<file path="config.mk">
export PLATFORM = sky130hd
export DESIGN_NAME = boot_hs_parser
export DESIGN_NICKNAME = d
export VERILOG_FILES = /design/src/rtl/bh_pkg.sv /design/src/rtl/bh_cmd_parse.sv /design/src/rtl/bh_turn_timer.sv /design/src/rtl/bh_ver_rom.sv /design/src/rtl/boot_hs_parser.sv
export SDC_FILE = /design/constraint.sdc
export NUM_CORES = 1
export LEC_CHECK = 0
export BUFFER_PORTS_ARGS = -buffer_cell sky130_fd_sc_hd__buf_2
export CELL_PAD_IN_SITES_DETAIL_PLACEMENT = 0
export CELL_PAD_IN_SITES_GLOBAL_PLACEMENT = 2
export CORE_MARGIN = 8
export CORE_UTILIZATION = 30
export DETAILED_ROUTE_END_ITERATION = 8
export PLACE_DENSITY_LB_ADDON = 0.1
export SLEW_MARGIN = 20
export SYNTH_ARGS = -nofsm -noshare
export SYNTH_HDL_FRONTEND = slang
export SYNTH_SLANG_ARGS = --single-unit
</file>
<file path="constraint.sdc">
create_clock -name clk -period 8.46 [get_ports clk]
set_input_delay 1.269 -clock clk [delete_from_list [all_inputs] [get_ports clk]]
set_output_delay 1.269 -clock clk [all_outputs]
set_load 0.005 [all_outputs]
</file>
<file path="src/rtl/bh_pkg.sv">
package bh_pkg;
  localparam logic [7:0] CH_PROMPT = 8'h3E;
  localparam logic [7:0] CH_SP     = 8'h20;
  localparam logic [7:0] CH_STAR   = 8'h2A;
  localparam logic [7:0] CH_QRY    = 8'h3F;
  localparam logic [7:0] CH_DOT    = 8'h2E;

  typedef enum logic [1:0] {PH_OFF, PH_WAIT, PH_SEND, PH_ANS} phase_e;
  typedef enum logic [2:0] {PS_IDLE, PS_GAP, PS_KEY, PS_SEP, PS_HEX} pstate_e;

  function automatic logic is_hex(input logic [7:0] c);
    return (c >= 8'h30 && c <= 8'h39) || (c >= 8'h41 && c <= 8'h46) ||
           (c >= 8'h61 && c <= 8'h66);
  endfunction

  function automatic logic [3:0] hex_nib(input logic [7:0] c);
    logic [7:0] t;
    if (c <= 8'h39)      t = c - 8'h30;
    else if (c <= 8'h46) t = c - 8'h37;
    else                 t = c - 8'h57;
    return t[3:0];
  endfunction
endpackage

</file>
<file path="src/rtl/bh_cmd_parse.sv">
module bh_cmd_parse
  import bh_pkg::*;
#(
  parameter int PIN_W = 32,
  parameter int KEY_LEN = 4,
  parameter logic [8*KEY_LEN-1:0] KEY_STR = "SYNC"
) (
  input  logic             clk,
  input  logic             rst_n,
  input  logic             in_valid,
  input  logic [7:0]       in_byte,
  input  logic [PIN_W-1:0] pin_a,
  input  logic [PIN_W-1:0] pin_b,
  output logic             idle,
  output logic             done,
  output logic             match,
  output logic             flag
);
  localparam int DIG = PIN_W / 4;
  localparam int DW  = $clog2(DIG + 1);
  localparam int KW  = (KEY_LEN > 1) ? $clog2(KEY_LEN) : 1;

  logic [7:0] key_ch [KEY_LEN];
  for (genvar g = 0; g < KEY_LEN; g++) begin : g_key
    assign key_ch[g] = KEY_STR[8*(KEY_LEN-1-g) +: 8];
  end

  pstate_e          st, bad_st;
  logic [KW-1:0]    kidx;
  logic [1:0]       fidx;
  logic [DW-1:0]    dcnt;
  logic [PIN_W-1:0] acc, msk_a, val_a, msk_b;

  assign bad_st = (in_byte == CH_PROMPT) ? PS_GAP : PS_IDLE;
  assign idle   = (st == PS_IDLE);

  always_ff @(posedge clk) begin
    if (!rst_n) begin
      st    <= PS_IDLE;
      kidx  <= '0;
      fidx  <= '0;
      dcnt  <= '0;
      acc   <= '0;
      msk_a <= '0;
      val_a <= '0;
      msk_b <= '0;
      done  <= 1'b0;
      match <= 1'b0;
      flag  <= 1'b0;
    end else begin
      done <= 1'b0;
      if (in_valid) begin
        unique case (st)
          PS_IDLE: if (in_byte == CH_PROMPT) st <= PS_GAP;
          PS_GAP: begin
            if (in_byte == CH_SP) begin
              st   <= PS_KEY;
              kidx <= '0;
            end else st <= bad_st;
          end
          PS_KEY: begin
            if (in_byte == key_ch[kidx]) begin
              if (kidx == KW'(KEY_LEN - 1)) st <= PS_SEP;
              else kidx <= kidx + 1'b1;
            end else st <= bad_st;
          end
          PS_SEP: begin
            if (in_byte == CH_SP || in_byte == CH_STAR) begin
              flag <= (in_byte == CH_STAR);
              st   <= PS_HEX;
              fidx <= '0;
              dcnt <= '0;
              acc  <= '0;
            end else st <= bad_st;
          end
          PS_HEX: begin
            if (is_hex(in_byte)) begin
              if (dcnt == DW'(DIG)) st <= bad_st;
              else begin
                acc  <= {acc[PIN_W-5:0], hex_nib(in_byte)};
                dcnt <= dcnt + 1'b1;
              end
            end else if (dcnt == '0) begin
              st <= bad_st;
            end else if (fidx == 2'd3) begin
              done  <= 1'b1;
              match <= ((pin_a & msk_a) == val_a) && ((pin_b & msk_b) == acc);
              st    <= PS_IDLE;
            end else if (in_byte == CH_SP) begin
              case (fidx)
                2'd0:    msk_a <= acc;
                2'd1:    val_a <= acc;
                default: msk_b <= acc;
              endcase
              fidx <= fidx + 1'b1;
              dcnt <= '0;
              acc  <= '0;
            end else st <= bad_st;
          end
          default: st <= PS_IDLE;
        endcase
      end
    end
  end
endmodule

</file>
<file path="src/rtl/bh_turn_timer.sv">
module bh_turn_timer #(
  parameter int TURN_CYC = 1000
) (
  input  logic clk,
  input  logic rst_n,
  input  logic start,
  output logic expire
);
  localparam int CW = $clog2(TURN_CYC + 1);

  logic [CW-1:0] cnt;
  logic          busy;

  assign expire = busy && (cnt == CW'(1));

  always_ff @(posedge clk) begin
    if (!rst_n) begin
      cnt  <= '0;
      busy <= 1'b0;
    end else if (start) begin
      cnt  <= CW'(TURN_CYC);
      busy <= 1'b1;
    end else if (busy) begin
      if (cnt == CW'(1)) busy <= 1'b0;
      cnt <= cnt - 1'b1;
    end
  end
endmodule

</file>
<file path="src/rtl/bh_ver_rom.sv">
module bh_ver_rom #(
  parameter int VER_LEN = 8,
  parameter logic [8*VER_LEN-1:0] VER_STR = {"HSK-V2", 8'h0D, 8'h0A},
  localparam int IW = (VER_LEN > 1) ? $clog2(VER_LEN) : 1
) (
  input  logic [IW-1:0] idx,
  output logic [7:0]    ch
);
  logic [7:0] chars [VER_LEN];
  for (genvar g = 0; g < VER_LEN; g++) begin : g_ch
    assign chars[g] = VER_STR[8*(VER_LEN-1-g) +: 8];
  end
  assign ch = chars[idx];
endmodule

</file>
<file path="src/rtl/boot_hs_parser.sv">
module boot_hs_parser
  import bh_pkg::*;
#(
  parameter int PIN_W = 32,
  parameter int KEY_LEN = 4,
  parameter logic [8*KEY_LEN-1:0] KEY_STR = "SYNC",
  parameter int VER_LEN = 8,
  parameter logic [8*VER_LEN-1:0] VER_STR = {"HSK-V2", 8'h0D, 8'h0A},
  parameter int TURN_CYC = 1000
) (
  input  logic             clk,
  input  logic             rst_n,
  input  logic             rx_valid,
  output logic             rx_ready,
  input  logic [7:0]       rx_data,
  input  logic [PIN_W-1:0] pin_a,
  input  logic [PIN_W-1:0] pin_b,
  output logic             tx_valid,
  input  logic             tx_ready,
  output logic [7:0]       tx_data,
  output logic             single_wire,
  output logic             selected
);
  localparam int IW = (VER_LEN > 1) ? $clog2(VER_LEN) : 1;

  phase_e        phase;
  logic [IW-1:0] vidx;
  logic          dot_pend;
  logic          cmd_done, cmd_match, cmd_flag, p_idle, t_expire;
  logic [7:0]    rom_ch;
  logic          rx_fire, tx_fire, is_query, feed;

  assign rx_ready = !((phase == PH_ANS) && dot_pend);
  assign rx_fire  = rx_valid && rx_ready;
  assign is_query = (rx_data == CH_QRY) && p_idle && (phase == PH_ANS);
  assign feed     = rx_fire && ((phase == PH_OFF) || (phase == PH_ANS)) && !is_query;
  assign tx_valid = (phase == PH_SEND) || ((phase == PH_ANS) && dot_pend);
  assign tx_data  = (phase == PH_SEND) ? rom_ch : CH_DOT;
  assign tx_fire  = tx_valid && tx_ready;

  bh_cmd_parse #(.PIN_W(PIN_W), .KEY_LEN(KEY_LEN), .KEY_STR(KEY_STR)) u_parse (
    .clk(clk), .rst_n(rst_n), .in_valid(feed), .in_byte(rx_data),
    .pin_a(pin_a), .pin_b(pin_b), .idle(p_idle), .done(cmd_done),
    .match(cmd_match), .flag(cmd_flag)
  );

  bh_turn_timer #(.TURN_CYC(TURN_CYC)) u_timer (
    .clk(clk), .rst_n(rst_n), .start(cmd_done && cmd_match), .expire(t_expire)
  );

  bh_ver_rom #(.VER_LEN(VER_LEN), .VER_STR(VER_STR)) u_rom (
    .idx(vidx), .ch(rom_ch)
  );

  always_ff @(posedge clk) begin
    if (!rst_n) begin
      phase       <= PH_OFF;
      vidx        <= '0;
      dot_pend    <= 1'b0;
      selected    <= 1'b0;
      single_wire <= 1'b0;
    end else if (cmd_done) begin
      selected    <= cmd_match;
      single_wire <= cmd_flag;
      dot_pend    <= 1'b0;
      vidx        <= '0;
      phase       <= cmd_match ? PH_WAIT : PH_OFF;
    end else begin
      unique case (phase)
        PH_WAIT: if (t_expire) phase <= PH_SEND;
        PH_SEND: begin
          if (tx_fire) begin
            if (vidx == IW'(VER_LEN - 1)) phase <= PH_ANS;
            else vidx <= vidx + 1'b1;
          end
        end
        PH_ANS: begin
          if (dot_pend) begin
            if (tx_ready) dot_pend <= 1'b0;
          end else if (rx_fire && is_query) begin
            dot_pend <= 1'b1;
          end
        end
        default: ;
      endcase
    end
  end
endmodule

</file>
# ---- Word level (Yosys, flattened, before mapping)
# Memories as Yosys holds them, arrays and structs flattened.
# Index checks and enable logic that the tools add are counted.
dict set report op_classes {
  addsub 8
  n_lt_le_gt_ge 8
  eq_ne 39
  mux 59
  bitwise_logic 12
  n_reduce_logical 44
}
# cell n
set ops {}
lappend ops {{2-to-1 mux 32 bit} 6}
lappend ops {{bitwise AND 32 bit} 2}
lappend ops {{== test 32 bit} 2}
lappend ops {{case mux 32 bit (2 select lines)} 1}
lappend ops {{2-to-1 mux 8 bit} 5}
lappend ops {{AND reduction 7 bit} 5}
lappend ops {{== test 8 x 6 -> 1 bit (second input constant)} 4}
lappend ops {{2-to-1 mux 4 bit} 8}
lappend ops {{2-to-1 mux 3 bit} 10}
lappend ops {{2-to-1 mux 2 bit} 12}
lappend ops {{2-to-1 mux 10 bit} 2}
lappend ops {{binary-select mux 8 bit (select 2 bit)} 1}
lappend ops {{greater-or-equal comparator 8 x 7 -> 1 bit (second input constant)} 2}
lappend ops {{<= comparator 8 x 7 -> 1 bit (second input constant)} 2}
lappend ops {{case mux 3 bit (5 select lines)} 1}
lappend ops {{AND reduction 5 bit} 3}
lappend ops {{logical AND 1 bit} 14}
lappend ops {{inequality test 3 x 2 -> 1 bit (second input constant)} 4}
lappend ops {{case mux 2 bit (2 select lines)} 3}
lappend ops {{== test 10 x 1 -> 1 bit (second input constant)} 1}
lappend ops {{inequality test 2 x 1 -> 1 bit (second input constant)} 5}
lappend ops {{subtractor 10 x 1 -> 10 bit (second input constant)} 1}
lappend ops {{2-to-1 mux 1 bit} 9}
lappend ops {{inequality test 3 bit (second input constant)} 3}
lappend ops {{other kinds (34)} 64}
dict set report word_totals {
  ff_bits 161
  romBits 64
  inputBits 76
  output_inout_bits 12
  word_cells 190
  mem_count 1
}
# memory depth width read_ports rd_ports_with_merged_regs wr line
set memory_table {}
lappend memory_table {{(no name shown)} 8 8 1 0 0 bh_ver_rom.sv:13} ;# assign ch = chars[idx];

# ---- Depth between registers and ports, before layout
# Gate-level depths: netlist (run 1).
dict set report depth {
  word_depth 8
  ltp_mapped 11
  mapped_depth_nobuf 8
}

# ---- By module
# From an unflattened synthesis (run 1), not the netlist that was laid out.
dict set report hier_totals {
  hier_cells 926
  area_unflattened_um2 7816.2
}
# mod instances cells_per_inst area_per_inst_um2 seq_area_each_um2
set modules_own_cells {}
lappend modules_own_cells {bh_cmd_parse 1 790 6567.5 2842.7}
lappend modules_own_cells {bh_turn_timer 1 58 538.0 220.2}
lappend modules_own_cells {boot_hs_parser 1 57 524.3 160.2}
lappend modules_own_cells {bh_ver_rom 1 21 186.4 0.0}

# ---- Worst setup path after synthesis (run 1)
# Ideal clock, no wire load.
dict set report synth_timing {
  path_kind {input port to flip-flop}
  startpoint {input rx_data[0]}
  endpoint {register u_parse.acc[3]}
  setup_ns 0.117
  t_arrival_ns 3.426
  required_ns 8.343
  setup_slack_ns 4.917
  stages 11
  path_cell_list {inv_1 -> ha_1 -> or4b_1 -> nand3_1 -> or4b_1 -> clkbuf_1 -> and3b_4 -> o31a_1 -> buf_6 -> buf_6 -> a22o_1}
}
dict set report synth_between {
  elab_chain_cells 6
}
# element line
set synth_lines {}
lappend synth_lines {{start, declared} boot_hs_parser.sv:15} ;# input logic [7:0] rx_data,
lappend synth_lines {{<= comparator 8 x 7 -> 1 bit, or another cell as far along} {bh_pkg.sv:12, bh_pkg.sv:19}}
lappend synth_lines {{2-to-1 mux 4 bit, or another cell as far along} bh_pkg.sv:19} ;# else if (c <= 8'h46) t = c - 8'h37;
lappend synth_lines {{2-to-1 mux 4 bit, or another cell as far along} bh_pkg.sv:18} ;# if (c <= 8'h39) t = c - 8'h30;
lappend synth_lines {{2-to-1 mux 32 bit, or another cell as far along} bh_cmd_parse.sv:78} ;# if (dcnt == DW'(DIG)) st <= bad_st;
lappend synth_lines {{2-to-1 mux 32 bit, or another cell as far along} bh_cmd_parse.sv:77} ;# if (is_hex(in_byte)) begin
lappend synth_lines {{case mux 32 bit (2 select lines) / AND reduction 7 bit (equally long branches)} -}
lappend synth_lines {{end signal, assigned} bh_cmd_parse.sv:80} ;# acc <= {acc[PIN_W-5:0], hex_nib(in_byte)};
lappend synth_lines {{end, declared} bh_cmd_parse.sv:32} ;# logic [PIN_W-1:0] acc, msk_a, val_a, msk_b;
# Several ways; a longest one is shown, not always the timed one. The select of a mux whose other input is x is not followed.
# A chain may end at the register's enable or synchronous reset.

# ---- Worst setup path after layout (run 1)
dict set report layout_timing {
  startpoint {input rx_data[1]}
  endpoint {register u_parse.msk_a[15]}
}
dict set report layout_between {
  elab_chain_cells 6
}
# element line
set layout_lines {}
lappend layout_lines {{greater-or-equal comparator 8 x 6 -> 1 bit, or another cell as far along} bh_pkg.sv:12} ;# return (c >= 8'h30 && c <= 8'h39) || (c >= 8'h41 && c <= 8'h46) ||
lappend layout_lines {{logical AND 1 bit, on equally long branches} {bh_pkg.sv:12, boot_hs_parser.sv:35}}
lappend layout_lines {{logical OR 1 bit / logical AND 1 bit (equally long branches)} {bh_pkg.sv:12, boot_hs_parser.sv:35}}
lappend layout_lines {{logical OR 1 bit / logical NOT 1 bit (equally long branches)} {bh_pkg.sv:12, boot_hs_parser.sv:36}}
lappend layout_lines {{NOT 1 bit (no source line) / logical AND 1 bit (equally long branches)} -}
lappend layout_lines {{AND reduction 7 bit (no source line) *} -}
lappend layout_lines {{end signal, assigned} bh_cmd_parse.sv:44} ;# msk_a <= '0;
lappend layout_lines {{end signal, assigned} bh_cmd_parse.sv:91} ;# 2'd0: msk_a <= acc;
lappend layout_lines {{end, declared} bh_cmd_parse.sv:32}
# Mark *: on every way between the ends. The rest lies on a longest branch, timed or not.

==> results of run 1 <==
-- where the power goes --
group | leakage, nW | total (mW) | internal, mW | switching (mW)
combinational | 1.50 | 0.0673 | 0.0255 | 0.0418
clock | 0.303 | 0.832 | 0.483 | 0.348
sequential | 1.30 | 0.759 | 0.758 | 0.00113
total | 3.10 | 1.66 | 1.27 | 0.391
-- cells in the mapped netlist, types with 2 or more instances --
cell type and number:
nand2_1 287, and4_1 7, or2_2 2, buf_2 10, a311oi_1 2, nand3b_1 4
or3_1 3, dfxtp_1 161, or4b_1 2, and3_1 6, a21o_1 3, o21ai_0 9
a21oi_1 123, o31ai_1 4, inv_1 20, ha_1 24, nor3b_1 2, nand4_1 11
mux2_2 3, xnor2_1 71, nand3_1 9, nand2b_1 8, xor2_1 6, mux2i_1 6
clkbuf_1 36, nor3_1 5, a31oi_1 3, buf_6 4, and2_1 2, a22o_1 33
nor2b_1 4, nor2_1 16, nor4_1 21, a211oi_1 2, or4_1 4, or3b_2 2
-- cells in the final DEF, fill, tap and decap left out, drive strengths merged, types with 8 or more instances in the layout --
master,netlist,final
o21ai,10,10
nand2b,8,8
nand3,9,9
inv,20,27
clkbuf,36,18
nor4,22,22
a22o,33,33
xnor2,71,71
a21oi,123,123
ha,24,24
nand2,287,287
dfxtp,161,161
nor2,16,16
nand4,11,11
buf,15,92
-- state kept, by name, indices dropped and copies added (netlist names), 3 cells and up --
register	count
u_parse.acc	32
u_parse.dcnt	4
u_parse.msk_a	32
u_parse.msk_b	32
u_parse.st	3
u_parse.val_a	32
u_timer.cnt	10
vidx	3
-- kinds of logic after synthesis --
logic type / after synthesis / share of synthesized area
compound gates: 190 / 0.1515
xor+xnor: 77 / 0.08894
fa+ha+maj: 24 / 0.03960
buf+inv: 71 / 0.04125
flops: 161 / 0.4251
mux: 9 / 0.01238
other cells: 1 / 0.0004946
simple gates: 403 / 0.2408
-- per-stage QoR --
stage / cells / utilization / instance area (um2) / total power [mW] / hold WS, ps
final: 1339 / 0.3541 / 8866 / 1.658 / 450.9
after global routing: 1339 / 0.3541 / 8866 / 1.724 / 466.4
after CTS: 1339 / 0.3541 / 8866 / 1.682 / 453.3
after detailed placement: 1307 / 0.3290 / 8238 / 0.8461 / 444.3
after global placement: 1307 / 0.3290 / 8238 / 0.8468 / 438.9
after floorplan: 936 / - / 7582 / 0.8103 / 432.1
-- layout make-up --
type | count | share of cell area
clock buffer | 18 | 0.04953
inverter | 20 | 0.008609
tap | 330 | 0.04657
timing repair buffer | 92 | 0.05363
multi-input combinational | 704 | 0.4568
clock inverter | 14 | 0.02131
sequential | 161 | 0.3635
-- per-layer routing --
| metal | part of all wire | track usage | vias up |
|---|---|---|---|
| met2 | 0.46 | 0.2469 | 118 |
| met3 | 0.036 | 0.03043 | 14 |
| met5 | 0.00055 | 0 | - |
| met1 | 0.49 | 0.2140 | 3054 |
| li1 | - | - | 3294 |
| met4 | 0.0082 | 0.03780 | 2 |
-- worst min-delay path by stage --
stage	from	end	slack, ps
after floorplan	u_parse.msk_a[28]$_SDFFE_PN0P_	u_parse.msk_a[28]$_SDFFE_PN0P_	430
after global placement	u_parse.msk_b[11]$_SDFFE_PN0P_	u_parse.msk_b[11]$_SDFFE_PN0P_	440
after detailed placement	u_parse.msk_b[4]$_SDFFE_PN0P_	u_parse.msk_b[4]$_SDFFE_PN0P_	440
after CTS	u_parse.msk_a[23]$_SDFFE_PN0P_	u_parse.msk_a[23]$_SDFFE_PN0P_	450
after global routing	u_parse.msk_a[16]$_SDFFE_PN0P_	u_parse.msk_a[16]$_SDFFE_PN0P_	470
final	u_parse.msk_b[4]$_SDFFE_PN0P_	u_parse.msk_b[4]$_SDFFE_PN0P_	450
-- critical path, stage by stage --
cell and delay (ps):
buf_2 160, inv_1 80, ha_1 200, or4b_1 460
nand3_1 110, a2bb2oi_1 680, nand4_1 570, buf_4 450
nand2_1 120, a21oi_1 60
==> results.md, run 1 <==
* Status: complete, no violations
* Vias per cell at 4.841
* Total number of vias at 6,482
* TritonRoute pass-1 iters at 4
* Setup Skew at 14.28 ps
* Fmax at 255.7 MHz
* Hpwl dp at 16.27 mm
* Asr flop ratio synth at 0
* Final ANT Viol Nets at 0
* Ratio of cells with drive above 1 in the final layout at 0.1397
* Worst-path clk slew at 60 ps
* Port Buffers at 86
* Setup crit start kind: primary input
* Crit end category: flop
* Post-synth top area cell: dfxtp_1
* FF+latch count, synth at 161
* WL final at 23.75 mm
* Initial antenna violation count at 1
* Worst R2R Setup Slack at 5490 ps
* Leakage power at 3.097 nW
* Core Box Area at 25,040 um2
* Final worst setup slack at 4549 ps
* Post-Syn Nets at 1,036
* Fin. max-slew vios at 0
* Syn. warnings at 0
* Synth area leaders: dfxtp_1, nand2_1, xnor2_1
* Worst hold path class: flop to flop
* Critical Path End: u_parse.msk_a[15]$_SDFFE_PN0P_
* Tcrit/Tclk final at 0.4623
* Die Y at 175.0 um
* Max VDD drop at 0.1202 mV
* Max H-tree Level at 4
* Cells on Worst Hold Path at 2
* Pwr Density at 187.1 nW/um2
* Layout area overhead at 16.93%
* Total GRT Usage at 0.1559
* Crit Path Max Fanout at 25
* Reg2reg path depth at 6
* Critical Path Start: rx_data[1]
* ANT cells at 0
* DP Worst Slack at 4084 ps
* Avg WL per Cell at 17.74 um
* Die X at 175.0 um
* CP required at 8730 ps
* FF-to-FF End: u_parse.val_a[26]$_SDFFE_PN0P_
* Longest Clk Path Bufs at 2
* Grt total ovfl at 0
* GPL Wtd Cong at 0.7331
* Area share of the largest cell type after synthesis at 0.4251
* Yosys cell types at 57
* Shortest period the worst path allows at 3911 ps
* Max-cap violations at 0
* Synth Instances at 936
* Worst-skew pair later-pin latency at 420 ps
* # nets final at 1,096
* CTS Hold Bufs at 0
* Site row count at 58
* Largest net degree at the start of global routing at 69
* Multi-input gate area at 4050 um2
* Total CTS buffers at 17
* Final hold violations at 0
* Area occupied by registers at 3223 um2
* Die ar. at 30,620 um2
* Post-synth EDFFs at 0
* FF-to-FF Start: u_parse.st[2]$_SDFFE_PN0P_
* Post-route DRC at 0
* Register area share after synthesis at 0.4251
* First-pass GRT wire length at 37.39 mm
* Initial Util at 0.3028
* Clk root buf: clkbuf_16
* Post-CTS Resized at 0
* Fill count at 2,644
* Synthesized cell area at 7582 um2
* CTS tree: built
* I/O pins at 88
* Actual slew at the worst max-slew pin at 867.9 ps
* Vias in the first global route at 6,227
* Kind of critical path: primary input to flop
* Post-CTS setup buffers at 0
* DRT iter0 DRCs at 431
* Syn_area_per_cell at 8.101 um2
* Top FF cell, synth: dfxtp_1
* RSZ-0062 raised after global routing: no
* Data arrival, critical path at 4180 ps
* Setup violators final at 0
* Setup tns final at 0 ps
* Relative slew slack at 0.4214
* Number of sinks on the clock net at 161
(Power assumes the default switching activity.)
==> inputs of run 2 (changes only) <==
Clock period 8.46 ns to 3.37 ns, I/O delays scaled along.
==> run 2 against run 1 <==
Net effect: design area up 1.5%; critical path depth down 1; count of clock-buffer cells in the layout unchanged; die area unchanged; sequential cell count unchanged; critical endpoint is now u_parse.kidx[1]$_SDFFE_PN0P_; critical path type is now flop to flop; utilization up 0.53 points; power up 150%.
==> results.md, run 2 (synthesis results as in run 1) <==
* Status: complete, no violations
* Reg2reg path depth at 9
* Cells on Worst Hold Path at 2
* Setup Skew at 9.422 ps
* Core Box Area at 25,040 um2
* Port Buffers at 86
* Die Y at 175.0 um
* Initial antenna violation count at 0
* Grt total ovfl at 0
* I/O pins at 88
* Fmax at 383.8 MHz
* Crit end category: flop
* Site row count at 58
* Max H-tree Level at 4
* Most frequent cells in the layout: nand2_1, dfxtp_1, a21oi_1
* Die ar. at 30,620 um2
* NetSw at 991.0 uW
* Relative slew slack at 0.4227
* Multi-input gate area at 4046 um2
* Final hold violations at 0
* Design Area, Final at 9000 um2
* Longest Clk Path Bufs at 2
* Largest net degree at the start of global routing at 70
* Data arrival, critical path at 2960 ps
* Crit-path cells: inv_1, ha_1, or3b_2, a21oi_1, buf_4, a41oi_1, or4_1, or3_1, a21oi_1
* Total number of vias at 6,432
* Shortest period the worst path allows at 2606 ps
* Inst Count DP at 1,320
* Initial Util at 0.3028
* Die X at 175.0 um
* Fin. max-slew vios at 0
* Max VDD drop at 0.2438 mV
* Clock Power Share at 0.493
* Hold EP: dot_pend$_SDFFE_PP0N_
* Setup violators final at 0
* Final ANT Viol Nets at 0
* HP Start: tx_ready
* Total CTS buffers at 17
* RSZ-0062 raised after global routing: no
* ANT cells at 0
* First-pass GRT wire length at 37.12 mm
* Avg WL per Cell at 17.41 um
* Cell internal pwr at 3.113 mW
* Actual slew at the worst max-slew pin at 853.9 ps
* TritonRoute pass-1 iters at 6
* # nets final at 1,109
* Post-CTS setup buffers at 0
* Setup crit start kind: flop
* Area occupied by registers at 3223 um2
* Sw Share at 0.2415
* FF-to-FF End: u_parse.kidx[1]$_SDFFE_PN0P_
* Tcrit/Tclk final at 0.7732
* CP max-delay cell: or4_1
* Pwr Density at 456.0 nW/um2
* Worst-skew pair later-pin latency at 420 ps
* Number of sinks on the clock net at 161
* Kind of critical path: flop to flop
* Worst-path clk slew at 70 ps
* Vias per cell at 4.757
* Post-route DRC at 0
* Final std cells w/o fill at 1,352
* Ratio of cells with drive above 1 in the final layout at 0.1477
* Hpwl dp at 16.52 mm
* CTS Hold Bufs at 0
* Worst hold path class: primary input to flop
* Max incr delay on CP at 490 ps
* Reg power frac at 0.464
* CTS tree: built
* CP required at 3730 ps
* GPL Wtd Cong at 0.7679
* Worst R2R Setup Slack at 760 ps
* FF-to-FF Start: u_parse.kidx[0]$_SDFFE_PN0P_
* Post-CTS Resized at 0
* Clk root buf: clkbuf_16
* Total GRT Usage at 0.1554
* Vias in the first global route at 6,443
* Dpl cell area at 8394 um2
* Max-cap violations at 0
* Most used cell, CP: a21oi_1
* Fill count at 2,731
* Leakage power at 3.177 nW
* DRT iter0 DRCs at 303
* WL final at 23.53 mm
* Layout area overhead at 18.70%
* Combinational share of power at 0.043
* Most common cell after layout, fill and taps aside: nand2_1
* Crit Path Max Fanout at 5
* Setup tns final at 0 ps
-- run 2: power groups by stage --
stage	sequential [mW]	combinational, mW	clock, mW
after floorplan	1.95	0.0846	0
after global placement	1.95	0.181	0
after detailed placement	1.95	0.179	0
after CTS	1.91	0.180	2.09
after global routing	1.91	0.196	2.16
final	1.91	0.176	2.02
-- run 2: metal layers --
layer,global-route usage,part of all wire
met1,0.2091,0.49
met5,0,0
met3,0.02698,0.031
met2,0.2548,0.47
met4,0.03568,0.0064
-- run 2: worst max path at each step --
stage | start | endpoint | slack (ps) | cells after the start
global route | u_parse.kidx[0]$_SDFFE_PN0P_ | u_parse.kidx[0]$_SDFFE_PN0P_ | 570 | 9
CTS | u_parse.kidx[0]$_SDFFE_PN0P_ | u_parse.kidx[0]$_SDFFE_PN0P_ | 730 | 9
floorplan | rx_data[0] | u_parse.acc[3]$_SDFFE_PN0P_ | 590 | 11
global placement | rx_data[4] | u_parse.dcnt[0]$_SDFFE_PN0P_ | 440 | 8
finish | u_parse.kidx[0]$_SDFFE_PN0P_ | u_parse.kidx[1]$_SDFFE_PN0P_ | 760 | 9
detailed placement | rx_data[4] | u_parse.dcnt[0]$_SDFFE_PN0P_ | 420 | 8
-- run 2: area by class of cell --
cell class,instances,share of cell area
Tap cell,330,0.04588
Sequential cell,161,0.3581
Timing Repair Buffer,105,0.07062
Clock buffer,18,0.04880
Multi-Input combinational cell,704,0.4496
Clock inverter,14,0.01849
Inverter,20,0.008480
-- run 2: critical path: cells and delay by family, from the launching register on --
kind / cells / cell delay, ps
AO/OA/AOI/OAI: 3 / 390
adder cells (fa/ha/maj): 1 / 220
buffers and inverters: 2 / 220
flip-flops: 1 / 410
AND/OR/NAND/NOR: 3 / 1300
-- run 2: per-stage QoR --
| stage | power, mW | utilization | setup WS, ps | hold slack [ps] |
|---|---|---|---|---|
| floorplan | 2.034 | - | 590.9 | 432.1 |
| global placement | 2.131 | 0.3353 | 444.5 | 439.2 |
| detailed placement | 2.129 | 0.3353 | 416.1 | 443.2 |
| CTS | 4.171 | 0.3595 | 734.5 | 328.9 |
| global route | 4.262 | 0.3595 | 568.6 | 350.7 |
| finish | 4.104 | 0.3595 | 764.3 | 348.7 |
==> inputs of run 3 (changes only) <==
Clock period 3.37 ns to 2.66 ns, I/O delays scaled along.
==> run 3 against run 2 <==
Net effect: utilization up 0.94 points; non-clock buffer count grew 32; maximum frequency is 7.4% higher; routed wire length increased by 2.9%; design area grew 2.6%; worst hold slack worse by 110 ps; largest cell class unchanged; sequential cell count unchanged; count of clock-buffer cells in the layout grew 1; die area unchanged.
==> results.md, run 3 (synthesis results as in run 1) <==
* GPL Wtd Cong at 0.7720
* Largest net degree at the start of global routing at 102
* CP max-delay cell: or4_1
* Fin. max-slew vios at 0
* ANT cells at 0
* Setup violators final at 0
* Max VDD drop at 0.2945 mV
* Leakage power at 3.321 nW
* Worst hold path class: primary input to flop
* Total number of vias at 6,550
* Design Area, Final at 9236 um2
* Site row count at 58
* Max incr delay on CP at 480 ps
* Initial antenna violation count at 1
* # nets final at 1,141
* DP Worst Slack at -88.67 ps
* Crit end category: flop
* TritonRoute pass-1 iters at 4
* Ratio of cells with drive above 1 in the final layout at 0.1736
* Clk root buf: clkbuf_16
* Final hold violations at 0
* Total power at 4.977 mW
* Relative slew slack at 0.5769
* Grt total ovfl at 0
* Layout area overhead at 21.82%
* Most frequent cells in the layout: nand2_1, dfxtp_1, a21oi_1
* Data arrival, critical path at 2770 ps
* Most common cell after layout, fill and taps aside: nand2_1
* Fmax at 412.0 MHz
* First-pass GRT wire length at 37.81 mm
* Worst-path clk slew at 70 ps
* Crit Path Max Fanout at 4
* Number of sinks on the clock net at 161
* Max-cap violations at 0
* I/O pins at 88
* Post-route DRC at 0
* Setup crit start kind: flop
* CTS tree: built
* Die X at 175.0 um
* Vias per cell at 4.733
* Die ar. at 30,620 um2
* Setup Skew at 14.90 ps
* Port Buffers at 86
* Final ANT Viol Nets at 0
* Vias in the first global route at 6,516
* DRT iter0 DRCs at 337
* Status: complete, no violations
* Max H-tree Level at 4
* Final worst setup slack at 232.9 ps
* Longest Clk Path Bufs at 2
* CP required at 3010 ps
* Hpwl dp at 16.99 mm
* Kind of critical path: flop to flop
* Crit-path cells: inv_1, ha_1, or3b_2, a21oi_2, a41oi_1, or4_1, or3_1, a21oi_1
* Total CTS buffers at 17
* Inst Count DP at 1,352
* Total GRT Usage at 0.1573
* Initial Util at 0.3028
* Actual slew at the worst max-slew pin at 629.2 ps
* Tcrit/Tclk final at 0.9124
* Final std cells w/o fill at 1,384
* Fin Hold WS at 238.9 ps
* Core Box Area at 25,040 um2
* Worst R2R Setup Slack at 230 ps
* Dpl cell area at 8685 um2
* Avg WL per Cell at 17.49 um
* WL final at 24.21 mm
* Worst-skew pair later-pin latency at 420 ps
* Shortest period the worst path allows at 2427 ps
* Die Y at 175.0 um
* Post-CTS setup buffers at 0
* RSZ-0062 raised after global routing: no
* Pwr Density at 538.8 nW/um2
==> run 3: power by group <==
group / leakage (nW) / internal, mW / switching, mW
Combinational: 1.76 / 0.104 / 0.141
Clock: 0.262 / 1.24 / 1.08
Sequential: 1.30 / 2.41 / 0.00366
==> run 3: layer usage <==
layer  vias to the layer above  GRT usage  routed length [um]
li1                       3398          -                   -
met1                      3045     0.2076               11650
met2                        93     0.2571               11430
met3                        12    0.03540                 925
met4                         2    0.03568                 199
met5                         -          0                  13
==> run 3: worst max-delay path, delay by kind of cell (launching register included) <==
family	cells	cell delay [ps]
AO/OA/AOI/OAI	3	480
adder cells (fa/ha/maj)	1	200
buffers and inverters	1	50
flip-flops	1	340
AND/OR/NAND/NOR	3	1300
==> run 3: through the flow <==
stage / TNS (ps) / utilization
after CTS: 0 / 0.3688
final: 0 / 0.3689
after global routing: 0 / 0.3689
after global placement: -126.5 / 0.3469
after detailed placement: -1424 / 0.3469
after floorplan: 0 / -
==> run 3: cell type report <==
class	instances	area (um2)
timing repair buffer	137	925.9
clock inverter	13	105.1
multi-input combinational	704	4050
tap	330	412.9
fill	2672	15800
clock buffer	19	442.9
sequential	161	3223
inverter	20	76.32
==> run 3: timing repair <==
action	in CTS	in global routing
endpoints found under the setup margin	0	2
hold buffers	0	0
resized for setup	0	1
==> run 3: final timing paths <==
check	start	endpoint	depth (start not counted)
hold / removal	tx_ready	dot_pend$_SDFFE_PP0N_	2
setup / recovery	u_parse.kidx[0]$_SDFFE_PN0P_	u_parse.kidx[1]$_SDFFE_PN0P_	8
setup reg to reg	u_parse.kidx[0]$_SDFFE_PN0P_	u_parse.kidx[1]$_SDFFE_PN0P_	8
hold reg to reg	u_parse.msk_a[2]$_SDFFE_PN0P_	u_parse.msk_a[2]$_SDFFE_PN0P_	2
